## config.mk

```make
export PLATFORM = sky130hd
export DESIGN_NAME = bit_addr_bank
export DESIGN_NICKNAME = d
export VERILOG_FILES = /design/src/rtl/abank_pkg.sv /design/src/rtl/abank_rst_sync.sv /design/src/rtl/abank_mode_dec.sv /design/src/rtl/abank_sel_dec.sv /design/src/rtl/abank_cell_bank.sv /design/src/rtl/bit_addr_bank.sv
export SDC_FILE = /design/constraint.sdc
export NUM_CORES = 1
export LEC_CHECK = 0
export BUFFER_PORTS_ARGS = -buffer_cell sky130_fd_sc_hd__buf_2
export CORE_MARGIN = 8
export CORE_UTILIZATION = 40
export CTS_CLUSTER_DIAMETER = 150
export DETAILED_ROUTE_END_ITERATION = 16
export HOLD_SLACK_MARGIN = 0.08
export PLACE_DENSITY_LB_ADDON = 0.05
export SLEW_MARGIN = 20
export SYNTH_ARGS = -nofsm -noshare
export SYNTH_HDL_FRONTEND = slang
export SYNTH_HIERARCHICAL = 1
export SYNTH_SLANG_ARGS = --single-unit
```

## constraint.sdc

```tcl
create_clock -name clk -period 0.8 [get_ports clk]
set_clock_uncertainty 0.05 [all_clocks]
set_input_delay 0.08 -clock clk [delete_from_list [all_inputs] [get_ports clk]]
set_output_delay 0.08 -clock clk [all_outputs]
set_load 0.02 [all_outputs]
```

## src/rtl/abank_pkg.sv

```systemverilog
package abank_pkg;

  // Mode code is the concatenation {wr_en_n, mclr_n}.
  typedef enum logic [1:0] {
    MODE_DEMUX = 2'b00,
    MODE_WRITE = 2'b01,
    MODE_CLEAR = 2'b10,
    MODE_HOLD  = 2'b11
  } abank_mode_e;

endpackage

```

## src/rtl/abank_rst_sync.sv

```systemverilog
module abank_rst_sync #(
  parameter int STAGES = 2
) (
  input  logic clk,
  input  logic arst_n,
  output logic srst_n
);

  logic [STAGES-1:0] chain_q;
  logic [STAGES-1:0] chain_d;

  always_comb begin
    chain_d = {chain_q[STAGES-2:0], 1'b1};
  end

  always_ff @(posedge clk or negedge arst_n) begin
    if (!arst_n) chain_q <= '0;
    else         chain_q <= chain_d;
  end

  assign srst_n = chain_q[STAGES-1];

endmodule

```

## src/rtl/abank_mode_dec.sv

```systemverilog
module abank_mode_dec
  import abank_pkg::*;
(
  input  logic        wr_en_n,
  input  logic        mclr_n,
  output abank_mode_e mode
);

  always_comb begin
    mode = abank_mode_e'({wr_en_n, mclr_n});
  end

endmodule

```

## src/rtl/abank_sel_dec.sv

```systemverilog
module abank_sel_dec #(
  parameter int ADDR_W = 3,
  localparam int NBITS = 1 << ADDR_W
) (
  input  logic [ADDR_W-1:0] sel,
  output logic [NBITS-1:0]  hit
);

  for (genvar g = 0; g < NBITS; g++) begin : g_hit
    assign hit[g] = (sel == ADDR_W'(g));
  end

endmodule

```

## src/rtl/abank_cell_bank.sv

```systemverilog
module abank_cell_bank
  import abank_pkg::*;
#(
  parameter int NBITS = 8
) (
  input  logic             clk,
  input  logic             srst_n,
  input  abank_mode_e      mode,
  input  logic [NBITS-1:0] hit,
  input  logic             din,
  output logic [NBITS-1:0] q
);

  logic [NBITS-1:0] bit_ce;
  logic [NBITS-1:0] bit_d;

  for (genvar g = 0; g < NBITS; g++) begin : g_cell
    // Next-state and clock enable for one cell
    always_comb begin
      bit_ce[g] = 1'b0;
      bit_d[g]  = 1'b0;
      unique case (mode)
        MODE_WRITE: begin
          bit_ce[g] = hit[g];
          bit_d[g]  = din;
        end
        MODE_DEMUX: begin
          bit_ce[g] = 1'b1;
          bit_d[g]  = hit[g] & din;
        end
        MODE_CLEAR: begin
          bit_ce[g] = 1'b1;
          bit_d[g]  = 1'b0;
        end
        default: begin
          bit_ce[g] = 1'b0;
          bit_d[g]  = 1'b0;
        end
      endcase
    end

    always_ff @(posedge clk or negedge srst_n) begin
      if (!srst_n)        q[g] <= 1'b0;
      else if (bit_ce[g]) q[g] <= bit_d[g];
    end
  end

  // the selected cell lands on the sampled data
  a_r1_write_target: assert property (@(posedge clk) disable iff (!srst_n)
    (mode == MODE_WRITE) |=> ((q & $past(hit)) == ($past(din) ? $past(hit) : '0)));

  // cells outside the selection are untouched by a write
  a_r2_write_others: assert property (@(posedge clk) disable iff (!srst_n)
    (mode == MODE_WRITE) |=> ((q & ~$past(hit)) == ($past(q) & ~$past(hit))));

  // hold freezes the bank
  a_r3_hold_stable: assert property (@(posedge clk) disable iff (!srst_n)
    (mode == MODE_HOLD) |=> $stable(q));

  // demux leaves at most the selected bit set
  a_r4_demux_onehot: assert property (@(posedge clk) disable iff (!srst_n)
    (mode == MODE_DEMUX) |=> ($onehot0(q) && ((q & ~$past(hit)) == '0)));

  // clear empties the bank
  a_r5_clear_zero: assert property (@(posedge clk) disable iff (!srst_n)
    (mode == MODE_CLEAR) |=> (q == '0));

endmodule

```

## src/rtl/bit_addr_bank.sv

```systemverilog
module bit_addr_bank
  import abank_pkg::*;
#(
  parameter int ADDR_W      = 3,
  parameter int SYNC_STAGES = 2,
  localparam int NBITS      = 1 << ADDR_W
) (
  input  logic              clk,
  input  logic              rst_n,
  input  logic              wr_en_n,
  input  logic              mclr_n,
  input  logic [ADDR_W-1:0] sel,
  input  logic              din,
  output logic [NBITS-1:0]  q
);

  logic        srst_n;
  abank_mode_e mode;
  logic [NBITS-1:0] hit;

  abank_rst_sync #(.STAGES(SYNC_STAGES)) u_rst_sync (
    .clk    (clk),
    .arst_n (rst_n),
    .srst_n (srst_n)
  );

  abank_mode_dec u_mode_dec (
    .wr_en_n (wr_en_n),
    .mclr_n  (mclr_n),
    .mode    (mode)
  );

  abank_sel_dec #(.ADDR_W(ADDR_W)) u_sel_dec (
    .sel (sel),
    .hit (hit)
  );

  abank_cell_bank #(.NBITS(NBITS)) u_cells (
    .clk    (clk),
    .srst_n (srst_n),
    .mode   (mode),
    .hit    (hit),
    .din    (din),
    .q      (q)
  );

  // every select value picks exactly one cell
  a_r6_sel_onehot: assert property (@(posedge clk) disable iff (!srst_n)
    $onehot(hit));

  // while the synchronized reset is low the bank reads zero
  a_r8_reset_clear: assert property (@(posedge clk)
    (!srst_n) |-> (q == '0));

endmodule

```

Word level (Yosys, flattened, before mapping)
Cells that the tools add are included.
Widths: inputs -> output; s select.
- flip-flop bits (word level): 10
- output and inout bits: 8
- logic and storage cells: 45
- eq/ne operators: 9
- mux-type cells: 16
- bitwise gates (word level): 8
- reductions and logical operators: 3
- operators with widths (cell ; count):
    $pmux 1 s2 ; 16
    $eq 3x3->1 const B ; 4
    $and 1x1->1 ; 8
    $eq 3x2->1 const B ; 2
    $eq 3x1->1 const B ; 1
    $logic_not 3->1 ; 1
    $eq 2x1->1 const B ; 1
    $eq 2x2->1 const B ; 1
    $logic_not 2->1 ; 1
    $reduce_or 2->1 ; 1

Depth between registers and ports, before layout
Gate-level depths: netlist (run 1).
- depth in word-level cells: 3
- depth in mapped cells: 4
- mapped depth without buffers: 3

Hierarchy
The synthesis (run 1) kept the hierarchy.
- by module, submodules not included (module ; instances ; cells an instance ; area an instance (sq um) ; seq. area each (sq um)):
    abank_cell_bank ; 1 ; 43 ; 421.7 ; 200.2
    abank_sel_dec ; 1 ; 8 ; 65.1 ; 0.0
    abank_rst_sync ; 1 ; 3 ; 53.8 ; 50.0
    abank_mode_dec ; 1 ; 2 ; 15.0 ; 0.0

Least setup slack after synthesis (run 1)
No wires, ideal clock.
- kind: register -> register
- start point: reg, netlist name u_cells/q[5]
- end point: reg u_cells.q[5]
- library setup time: 0.120 ns
- arrival time: 0.579 ns
- slack: 0.051 ns
- stages on the path, launching flop included: 3
- period minus slack after synthesis: 0.749 ns
- cell sequence: dfrtp_1 nand2_1 o21ai_2
- RTL lines (what ; line ; source):
    to (signal, indexed assignment) ; abank_cell_bank.sv:44 ; else if (bit_ce[g]) q[g] <= bit_d[g];
    to (decl) ; abank_cell_bank.sv:11 ; output logic [NBITS-1:0] q

Worst setup path in the final report (run 1)
- start point: reg u_cells.q[0]
- end point: out q[0]
- RTL lines (what ; line ; source):
    to (decl) ; bit_addr_bank.sv:14 ; output logic [NBITS-1:0] q
No word-level cell between the ends.

==> results of run 1 <==
==> through the flow <==
step / instances / hold WS (ns) / TNS, ns / setup slack [ns]
after floorplan: 56 / -0.266 / 0 / 0.0508
after global placement: 81 / -0.184 / -0.496 / -0.115
after detailed placement: 81 / -0.177 / -0.565 / -0.124
after CTS: 87 / 0.0834 / -0.898 / -0.125
after global routing: 90 / 0.0972 / -1.24 / -0.149
final: 90 / 0.0845 / -0.796 / -0.111
==> cells in the mapped netlist <==
cell type / n
nor3b_1: 3
clkbuf_2: 1
buf_2: 1
and3_2: 1
and3b_2: 3
conb_1: 1
and2b_4: 5
nand2_1: 8
dfrtp_1: 10
nor2b_1: 2
and2b_1: 1
buf_4: 3
o21ai_1: 7
nor3_1: 1
nand3b_1: 8
o21ai_2: 1
==> sequential cells by signal (all words and copies together), names as in the netlist <==
signal / count
u_cells/q: 8
u_rst_sync/chain_q: 2
==> per-layer routing <==
layer	track usage, %	share of wire (%)	vias up
met5	0	0	-
met4	7.56	1.9	0
met3	2.80	6.1	2
met2	13.9	46	13
met1	11.6	46	200
li1	-	-	227
==> repair_timing <==
action,in CTS,in global routing
endpoints found under the hold margin,2,0
hold buffers,1,0
resized for setup,17,4
setup endpoints to repair,8,10
gates cloned,0,0
buffers inserted,2,3
==> power groups by stage <==
stage | clock network, W | logic (W) | registers [W]
after floorplan | 0 | 0.0000803 | 0.000564
after global placement | 0 | 0.000137 | 0.000549
after detailed placement | 0 | 0.000140 | 0.000550
after CTS | 0.000333 | 0.000165 | 0.000544
after global routing | 0.000364 | 0.000190 | 0.000547
final | 0.000314 | 0.000175 | 0.000543
==> final cells by class <==
class,instances,area (um2)
Clock buffer,3,22.5
Multi-Input combinational cell,41,285
Fill cell,123,552
Sequential cell,10,250
Timing Repair Buffer,21,173
Tap cell,15,18.8
==> kinds of logic (layout without fill, tap and decap cells) <==
group | after synthesis | after routing | share of synthesized area [%]
compound gates | 8 | 8 | 7.88
flops | 10 | 10 | 45.0
other cells | 1 | 1 | 0.675
buf+inv | 5 | 24 | 5.85
simple gates | 32 | 32 | 40.5
==> how the worst max path moves through the flow <==
stage / start / to / cells after the start
2_1_floorplan: u_cells/q[5] / u_cells/q[5] / 2
3_3_place_gp: sel[2] / u_cells/q[1] / 4
3_5_place_dp: sel[2] / u_cells/q[0] / 4
4_1_cts: u_cells/q[2] / q[2] / 1
5_1_grt: u_cells/q[0] / q[0] / 1
6_report: u_cells/q[0] / q[0] / 1
==> reports/metrics.cfg, run 1 <==
[setup_path]
critical_path_class = flop to output port
cp_top_family = flip-flops
r2r_slack_ns = 0
r2r_cells = 3
crit_fanout = 2
worstPathRequired_ns = 0.67
max_stage_delay_ns = 0.39
worst-path-buf-inv = 1
rr_startpoint = u_cells/q[2]
end_kind = output port
start_kind = flop
cpMaxStageDelayCell = dfrtp_1
rr_endpoint = u_cells/q[2]
path_cells = buf_6
cp.arrival_ns = 0.78

[clock_tree]
cts_root_buffer = clkbuf_4
cts_tree = done
clk_latency_ns = 0.25
clk_path_buf_depth = 2
cts.sinks = 10
clk_pin_slew_ns = 0.06
cts_htree_levels = 1
cts-buffers-inserted = 3

[grt]
grt_antenna_before_repair = 0
grt_max_degree = 17
overflow = 0
grt_pass1_vias = 446
grt_use_total_pct = 9.63
grt_pass1_wl_um = 1960

[power]
p_int_w = 0.000789
p_leak_nw = 0.355
combPwrFrac_pct = 17.0
power.share.clock_pct = 30.4
peakVddDrop_mv = 0.715
power_switching_share_pct = 23.6
finalPower_w = 0.00103
power_density_nw_per_um2 = 1380
p_sw_w = 0.000243
pwr-share-seq_pct = 52.6

[logic_synthesis]
synth_area_leaders = dfrtp_1 45%, nand3b_1 11%, and2b_4 9.0%
netlist.area_leader.share_pct = 45.0
synth_top_area_cell = dfrtp_1
seq_area_frac_synth_pct = 45.0
syn_inst = 56
synth-seq-cells = 10
synth_warnings = 6
syn_nets = 64
syn_avg_cell_area_um2 = 9.92
synth_area_um2 = 556
synth.distinct_cells = 16

[place]
numPortBuffers = 15
place_area_um2 = 617
globalplace.congestion = 0.676
dp_hpwl_um = 904

[routing]
wl_um = 1160
num_vias = 442
firstDrtPassIters = 1
drc = 0
final_antenna_net_count = 0
drt_iter0_drc = 0
viasPerCell = 4.91
wl_per_cell_um = 12.8

[sta]
min_period_ns = 0.911
period_share_pct = 114
rsz0062_at_grt = true
fmax_ghz = 1.10
hold_viol = 0
fin_ws_ns = -0.111
setup_viol = 8
timing.final.max_slew_violations = 0

[die]
die_height_um = 53.3
core_area_um2 = 1300
rows = 13
initial_core_util_pct = 42.7
die_area_um2 = 2840
die_x_um = 53.3
ios = 16

[min_path]
min_path_type = flop to async pin

[cells_and_area]
stdcell_area_um2 = 749
final_common_cell = dfrtp_1
layout-drive-gt1-share_pct = 50.7
num_antenna_cells = 0
synthToLayoutAreaGrowth_pct = 34.9
final_cell_mix = 10 x dfrtp_1, 8 x buf_6, 8 x nand3b_1
fin_nets = 85
post-route-util_pct = 57.6

[job]
drv_cap = 0

[run_status]
status = finished, violations left
violations = setup timing

(Power assumes the default switching activity.)
==> run 2, diff against run 1 <==
--- a/config.mk
+++ b/config.mk
@@ -6,7 +6,7 @@
 export NUM_CORES = 1
 export LEC_CHECK = 0
 export BUFFER_PORTS_ARGS = -buffer_cell sky130_fd_sc_hd__buf_2
-export CORE_MARGIN = 8
+export CORE_MARGIN = 1
 export CORE_UTILIZATION = 40
 export CTS_CLUSTER_DIAMETER = 150
 export DETAILED_ROUTE_END_ITERATION = 16
==> run 2 against run 1 <==
Compared with the run above:
- the flow still finishes with violations (setup timing)
- maximum frequency down 1.2%
- combinational power increased by 3%
- sequential power hardly changed
- worst hold slack got worse by 0.012 ns
- via count rose by 2.3%
- wire length fell by 6.3%
- first-iteration DRC count up 4
==> reports/metrics.cfg, run 2 (synthesis results as in run 1) <==
[run_status]
status = finished, violations left
violations = setup timing

[place]
place_ws_ns = -0.101
globalplace.congestion = 0.638
numPortBuffers = 15

[sta]
tns_ns = -0.999
fin_ws_ns = -0.122
fmax_ghz = 1.08
period_share_pct = 115
min_period_ns = 0.922
setup_viol = 9
timing.final.max_slew_violations = 0
hold_viol = 0
rsz0062_at_grt = true

[grt]
overflow = 0
grt_antenna_before_repair = 0
grt_pass1_vias = 361
grt_max_degree = 17
grt_pass1_wl_um = 1460
grt_use_total_pct = 14.5

[die]
die_height_um = 39.3
initial_core_util_pct = 42.7
core_area_um2 = 1300
rows = 13
die_x_um = 39.3
die_area_um2 = 1540
ios = 16

[routing]
final_antenna_net_count = 0
drc = 0
firstDrtPassIters = 3
viasPerCell = 4.97
drt_iter0_drc = 4
num_vias = 452
wl_per_cell_um = 11.9
wl_um = 1080

[setup_path]
critical_path_class = flop to output port
worstPathRequired_ns = 0.67
worst-path-buf-inv = 1
cp_top_family = flip-flops
cpMaxStageDelayCell = dfrtp_1
path_cells = buf_6
cp.arrival_ns = 0.79
max_stage_delay_ns = 0.40
start_kind = flop
end_kind = output port
crit_fanout = 2

[clock_tree]
clk_pin_slew_ns = 0.06
clk_path_buf_depth = 2
cts_root_buffer = clkbuf_4
cts.sinks = 10
cts_tree = done
cts-buffers-inserted = 3
clk_latency_ns = 0.26
cts_htree_levels = 1

[power]
power_density_nw_per_um2 = 1370
p_leak_nw = 0.366
peakVddDrop_mv = 0.551

[cells_and_area]
fin_nets = 86
top_register = u_cells/q
final_common_cell = buf_6
reg_top3 = u_cells/q x8, u_rst_sync/chain_q x2
synthToLayoutAreaGrowth_pct = 39.2
num_antenna_cells = 0
post-route-util_pct = 59.4
largest_reg_flops = 8
final_cell_mix = 11 x buf_6, 10 x dfrtp_1, 8 x nand3b_1
layout-drive-gt1-share_pct = 52.6

[min_path]
min_path_type = primary input to async pin

[job]
drv_cap = 0

==> run 2: changes by cell type in the layout (fill, tap and decap cells not counted) <==
| cell | previous run | this run |
|---|---|---|
| buf_4 | 5 | 3 |
| buf_6 | 8 | 11 |
| nand2_2 | 5 | 4 |
| nand2_1 | 3 | 4 |
| o21ai_2 | 1 | 3 |
| o21ai_1 | 7 | 5 |
==> run 2: cell type report <==
cell class              instances  area, um2
flip-flops and latches         10        250
fillers                       112        528
clock buffers                   3       22.5
repair buffers                 22        191
multi-input cells              41        290
well taps                      15       18.8
==> run 2: power breakdown <==
| part | internal (W) | leakage [nW] | switching, W | total [W] |
|---|---|---|---|---|
| logic | 0.0000978 | 0.219 | 0.0000836 | 0.000181 |
| registers | 0.000525 | 0.133 | 0.0000186 | 0.000543 |
| clock network | 0.000173 | 0.0138 | 0.000159 | 0.000332 |
| total | 0.000795 | 0.366 | 0.000261 | 0.00106 |
==> run 2: per-layer routing <==
layer	up-vias	global-route usage, %	routed length [um]
met1	210	20.0	537
li1	228	-	-
met3	0	0	35
met5	-	0	0
met4	0	12.9	0
met2	14	20.4	509
==> run 2: path summary, 6_finish.rpt <==
kind / end / from / cells past startpoint / slack (ns)
max: q[6] / u_cells/q[6] / 1 / -0.12
min: u_rst_sync/chain_q[1] / rst_n / 2 / 0.07
max reg2reg: u_cells/q[0] / u_cells/q[0] / 4 / -0.09
min reg2reg: u_cells/q[0] / u_rst_sync/chain_q[1] / 0 / 0.08
max in group asynchronous: u_cells/q[5] / u_rst_sync/chain_q[1] / 0 / 0.37
min in group clk: u_cells/q[0] / mclr_n / 3 / 0.09
==> run 2: timing repair <==
item | 4_1_cts | 5_1_grt
resized for setup | 16 | 9
buffers inserted | 3 | 3
pin swaps | 0 | 1
setup endpoints to repair | 8 | 11
gates cloned | 0 | 0
hold buffers | 1 | 0
hold endpoints to repair | 5 | 0
==> run 2: stage by stage <==
stage / cell area (um2) / total power [W] / std cells / hold WS (ns)
2_1_floorplan: 556 / 0.000645 / 56 / -0.266
3_3_place_gp: 617 / 0.000684 / 81 / -0.186
3_5_place_dp: 617 / 0.000687 / 81 / -0.182
4_1_cts: 722 / 0.00105 / 88 / 0.0694
6_report: 773 / 0.00106 / 91 / 0.0724
5_1_grt: 773 / 0.00111 / 91 / 0.0809
